[src/rtl/grayseg_drv.sv]
module grayseg_drv #(
  parameter int NSEG      = 8,
  parameter int NCOM      = 16,
  parameter int SEC_DIV   = 1,
  parameter int PWM_W     = 5,
  parameter int SLOW_SECS = 24,
  parameter int FAST_SECS = 13,
  localparam int NWORD = NSEG / 2,
  localparam int CW    = $clog2(NCOM),
  localparam int WW    = (NWORD > 1) ? $clog2(NWORD) : 1,
  localparam int AW    = $clog2(NCOM * NWORD),
  localparam int DW    = (SEC_DIV > 1) ? $clog2(SEC_DIV) : 1
) (
  input  logic             clk,
  input  logic             rst_n,
  input  logic             disp_on,
  input  logic             mode_we,
  input  logic             mode_fast,
  input  logic             lvl_we,
  input  logic [2:0]       lvl_num,
  input  logic [PWM_W-1:0] lvl_pwm,
  output logic             ram_re,
  output logic [AW-1:0]    ram_addr,
  input  logic [3:0]       ram_rdata,
  output logic [NCOM-1:0]  com_out,
  output logic [NSEG-1:0]  seg_out
);

  typedef enum logic [1:0] {S_IDLE, S_PRE, S_RUN} st_t;

  st_t              st;
  logic [PWM_W-1:0] pwm_q [4];
  logic             fast_cfg, fast_act;
  logic [CW-1:0]    com_q;
  logic [PWM_W-1:0] sec_q;
  logic [DW-1:0]    div_q;
  logic             f_busy;
  logic [WW-1:0]    f_idx;
  logic [CW-1:0]    f_line;
  logic             rd_vld;
  logic [WW-1:0]    rd_idx;
  logic [3:0]       nxt_buf [NWORD];
  logic [3:0]       act_buf [NWORD];

  function automatic logic [CW-1:0] line_after(input logic [CW-1:0] x);
    return (x == CW'(NCOM - 1)) ? '0 : x + 1'b1;
  endfunction

  logic             running, tick, lw_ok;
  logic [1:0]       lw_idx;
  logic [PWM_W-1:0] last_sec;
  logic [PWM_W-1:0] lim [4];

  assign running  = (st == S_RUN);
  assign tick     = (div_q == DW'(SEC_DIV - 1));
  assign last_sec = fast_act ? PWM_W'(FAST_SECS - 1) : PWM_W'(SLOW_SECS - 1);
  assign lw_ok    = lvl_we && (lvl_num != 3'd0) && (lvl_num <= 3'd4);
  assign lw_idx   = 2'(lvl_num - 3'd1);
  assign ram_re   = f_busy;
  assign ram_addr = AW'(int'(f_line) * NWORD + int'(f_idx));
  assign com_out  = running ? (NCOM'(1) << com_q) : '0;

  for (genvar g = 0; g < 4; g++) begin : g_lim
    assign lim[g] = (pwm_q[g] > last_sec) ? last_sec : pwm_q[g];
  end

  for (genvar s = 0; s < NSEG; s++) begin : g_seg
    logic [1:0] code;
    logic [1:0] lv;
    assign code       = (s % 2 == 0) ? act_buf[s/2][3:2] : act_buf[s/2][1:0];
    assign lv         = ~code;
    assign seg_out[s] = running && (sec_q < lim[lv]);
  end

  always_ff @(posedge clk or negedge rst_n) begin
    if (!rst_n) begin
      st       <= S_IDLE;
      fast_cfg <= 1'b0;
      fast_act <= 1'b0;
      com_q    <= '0;
      sec_q    <= '0;
      div_q    <= '0;
      f_busy   <= 1'b0;
      f_idx    <= '0;
      f_line   <= '0;
      rd_vld   <= 1'b0;
      rd_idx   <= '0;
      for (int i = 0; i < 4; i++) pwm_q[i] <= '0;
      for (int i = 0; i < NWORD; i++) begin
        nxt_buf[i] <= '0;
        act_buf[i] <= '0;
      end
    end else begin
      if (lw_ok) pwm_q[lw_idx] <= lvl_pwm;
      if (mode_we) fast_cfg <= mode_fast;

      rd_vld <= f_busy;
      rd_idx <= f_idx;
      if (rd_vld) nxt_buf[rd_idx] <= ram_rdata;
      if (f_busy) begin
        f_idx <= f_idx + 1'b1;
        if (f_idx == WW'(NWORD - 1)) f_busy <= 1'b0;
      end

      if (!disp_on) begin
        st     <= S_IDLE;
        f_busy <= 1'b0;
      end else begin
        case (st)
          S_IDLE: begin
            st     <= S_PRE;
            f_busy <= 1'b1;
            f_idx  <= '0;
            f_line <= '0;
          end
          S_PRE: begin
            if (!f_busy && !rd_vld) begin
              st       <= S_RUN;
              act_buf  <= nxt_buf;
              com_q    <= '0;
              sec_q    <= '0;
              div_q    <= '0;
              fast_act <= fast_cfg;
              f_busy   <= 1'b1;
              f_idx    <= '0;
              f_line   <= line_after('0);
            end
          end
          default: begin
            if (tick) begin
              div_q <= '0;
              if (sec_q == last_sec) begin
                sec_q    <= '0;
                com_q    <= line_after(com_q);
                act_buf  <= nxt_buf;
                fast_act <= fast_cfg;
                f_busy   <= 1'b1;
                f_idx    <= '0;
                f_line   <= line_after(line_after(com_q));
              end else begin
                sec_q <= sec_q + 1'b1;
              end
            end else begin
              div_q <= div_q + 1'b1;
            end
          end
        endcase
      end
    end
  end

endmodule

[config.mk]
export PLATFORM = sky130hd
export DESIGN_NAME = grayseg_drv
export DESIGN_NICKNAME = d
export VERILOG_FILES = /design/src/rtl/grayseg_drv.sv
export SDC_FILE = /design/constraint.sdc
export NUM_CORES = 1
export LEC_CHECK = 0
export CAP_MARGIN = 40
export CORE_ASPECT_RATIO = 0.6
export CORE_MARGIN = 1
export CORE_UTILIZATION = 55
export DETAILED_ROUTE_END_ITERATION = 16
export PLACE_DENSITY_LB_ADDON = 0.15
export SLEW_MARGIN = 20
export SYNTH_ARGS = -nofsm -noshare
export SYNTH_HDL_FRONTEND = slang
export SYNTH_SLANG_ARGS = --single-unit
[constraint.sdc]
create_clock -name clk -period 5.75 [get_ports clk]
set_input_delay 1.15 -clock clk [delete_from_list [all_inputs] [get_ports clk]]
set_output_delay 1.15 -clock clk [all_outputs]
set_load 0.01 [all_outputs]
==> metrics.md <==
| Metric | Value |
|---|---|
| Dpl hpwl | 11900 µm |
| Worst skew pair latency | 0.34 ns |
| Area leader, netlist | dfrtp_1 |
| Largest net degree at the start of global routing | 55 |
| Nature of the critical path startpoint | flop |
| CTS clk-pin slew, worst paths | 0.06 ns |
| Rows | 28 |
| Most frequent cells in the layout | dfrtp_1 (75), ha_1 (57), mux2_2 (51), clkdlybuf4s50_1 (39), nor2_1 (28) |
| Logic pwr share | 59.1% |
| NumNets Final | 639 |
| Register area share after synthesis | 32.5% |
| CP Cell Sequence | buf_8 > ha_1 > and4_4 > a221oi_4 > a21o_2 > nor2_1 > a21oi_1 > buf_4 > mux4_2 > ha_1 > a21o_1 > a2111oi_4 > or2b_1 > a221o_1 > nand3_1 > dlygate4sd2_1 |
| Period Utilization, post-route | 97.2% |
| Tmin final | 5.59 ns |
| Crit-path max cell delay | 0.46 ns |
| Clk pwr share | 14.1% |
| Initial DRT Pass Iterations | 5 |
| #FFs+latches synth | 75 |
| Core ar. | 10000 µm² |
| Die span in x | 134 µm |
| Die footprint | 10900 µm² |
| Synth top area cells | dfrtp_1 (32%), ha_1 (12%), mux2_2 (9.9%) |
| Vias | 4678 |
| Maxcap violations | 0 |
| Final hold violation count | 0 |
| Post-synth top area share | 32.5% |
| WP depth | 16 |
| DRC | 0 |
| CTS Buffer Depth | 2 |
| Setup tns final | 0 ns |
| Vias per inst | 6.64 |
| Synth unique cells | 65 |
| Ant diodes | 0 |
| Antenna violations before repair | 0 |
| Mapped Nets | 584 |
| Grt total ovfl | 0 |
| Overall power | 4.06 mW |
| LEAKAGE | 3.03 nW |
| Final setup violation count | 0 |
| Buf/Inv on CP | 3 |
| Status | complete, no violations |
| Die Span Y | 81.4 µm |
| R2r worst-path depth | 7 |
| Worst slew pin tran | 0.829 ns |
| Worst Clk Skew | 0.00878 ns |
| Post-synthesis instance area | 5780 µm² |
| Routed wire per std cell | 22.8 µm |
| Vias in the first global route | 4540 |
| Slowest CP cell | mux4_2 |
| IO Pins | 49 |
| Clock Sinks | 75 |
| Number of flops mapped to enable cells by yosys | 0 |
| Worst-path fanout max | 21 |
| Slew HR | 44.4% |
| Sw frac | 43.6% |
| Crit path required time | 4.60 ns |
| GPL Wtd Cong | 0.932 |
| Slew Limit Fails | 0 |
| Layout cells sized above 1 | 25.1% |
| Commonest non-fill, non-tap cell in the layout | dfrtp_1 |
| Total global-route track usage | 31.0% |
| Post-CTS Hold Buffers | 0 |
| RSZ-0062 raised after global routing | no |
| P_int | 2.29 mW |
| Initial Utilization | 57.7% |
| Family with the most delay on the worst path | compound AO/OA/AOI/OAI gates |
| Mapped Avg Cell Area | 11.4 µm² |
| Hold Path Depth | 0 |
| Number of routed nets with antenna violations | 0 |
| Reg power frac | 26.8% |
| First-pass GRT wire length | 25100 µm |
| Layout Cells excl Fill | 704 |
| Async SR Flop Fraction | 100% |
| Worst Hold Class | reg -> reg |
| Port bufs | 48 |
| Worst vdd ir | 0.000291 V |
| CP endpoint kind | primary output |
| CP arrival | 4.44 ns |
| Synth Warn # | 0 |
| Cell Pwr Density | 587 nW/µm² |
| Crit path kind | reg -> out |
| Synth Instances | 509 |
| Ys flop type | dfrtp_1 |
| CP most frequent cell | ha_1 |
| CTS tree | done |
| Root Buffer | clkbuf_16 |
| Highest clock rate | 179 MHz |
| 1st-iter DRT viols | 392 |
| Post-Place Cells | 684 |
| Total CTS buffers | 9 |
| Area growth, synth to finish | 19.6% |
| H-tree depth | 3 |
| P_sw | 1.77 mW |
| Routed WL | 16100 µm |
## area by class of cell
class / count / area, µm²
clock buffer: 11 / 233
inverter: 19 / 71.3
tap: 135 / 169
multi-input combinational: 387 / 3820
timing repair buffer: 72 / 687
sequential: 75 / 1880
clock inverter: 5 / 60.1
fill: 739 / 3110
## synth_stat cells, types with 14 or more instances
cell type / number
a21oi_1: 16
buf_1: 15
dfrtp_1: 75
ha_1: 57
inv_1: 19
mux2_2: 51
mux4_2: 24
nand2_1: 17
nand2b_1: 15
nand3_1: 14
nor2_1: 28
o21ai_0: 20
## power groups by stage
| stage | Combinational [mW] | Clock [mW] | Sequential [mW] |
|---|---|---|---|
| 2_1_floorplan | 1.74 | 0 | 0.843 |
| 3_3_place_gp | 2.11 | 0 | 1.06 |
| 3_5_place_dp | 2.24 | 0 | 1.08 |
| 4_1_cts | 2.31 | 0.580 | 1.07 |
| 5_1_grt | 2.58 | 0.603 | 1.12 |
| 6_report | 2.40 | 0.572 | 1.09 |
## state kept, by name, summed over array words and instances, names as in the netlist
register  flops
pwm_q        20
fast_cfg      1
rd_idx        2
com_q         4
sec_q         5
rd_vld        1
nxt_buf      16
fast_act      1
f_line        4
st            2
act_buf      16
ram_re        1
f_idx         2
## metrics by stage
stage	setup slack [ns]	hold slack, ns	cell area (µm²)	utilization, %
after global placement	0.288	0.427	6420	64.0
after global routing	0.00989	0.464	6910	69.0
after CTS	0.0167	0.458	6840	68.3
after detailed placement	0.0919	0.439	6480	64.7
after floorplan	0.670	0.456	5780	-
final	0.162	0.450	6910	69.0
## cell families (layout without fill, tap and decap cells)
group / after synthesis / after routing / synth area share, %
DFF: 75 / 75 / 32.5
adders and majority gates: 57 / 57 / 12.3
muxes: 90 / 90 / 24.1
AOI/OAI and AO/OA: 107 / 107 / 14.6
xor gates and xnor gates: 6 / 6 / 0.909
and+or+nand+nor: 127 / 127 / 12.2
buffers and inverters: 47 / 107 / 3.35
## worst paths after layout
check / from / endpoint / slack (ns)
worst min-delay path: f_idx[1] / rd_idx[1] / 0.45
worst max register to register: sec_q[1] / fast_act / 2.78
worst max-delay path: fast_act / seg_out[0] / 0.16
min in group asynchronous: rst_n / pwm_q[6] / 0.71
max in group asynchronous: rst_n / sec_q[0] / 4.48
worst min register to register: f_idx[1] / rd_idx[1] / 0.45
## what timing repair did
action	in CTS	in global routing
setup buffers	2	1
pin swaps	0	1
gates resized for setup	20	11
endpoints found under the setup margin	7	4
## metal layers
layer	part of all wire [%]	wire length (µm)	global-route usage, %	up-vias
met5	0	0	0	-
met4	1.7	271	9.66	0
met3	8.8	1410	7.84	35
met2	42	6770	43.6	204
met1	47	7630	46.5	2343
li1	-	-	-	2096
No activity file was read; power rests on OpenSTA's default activity.
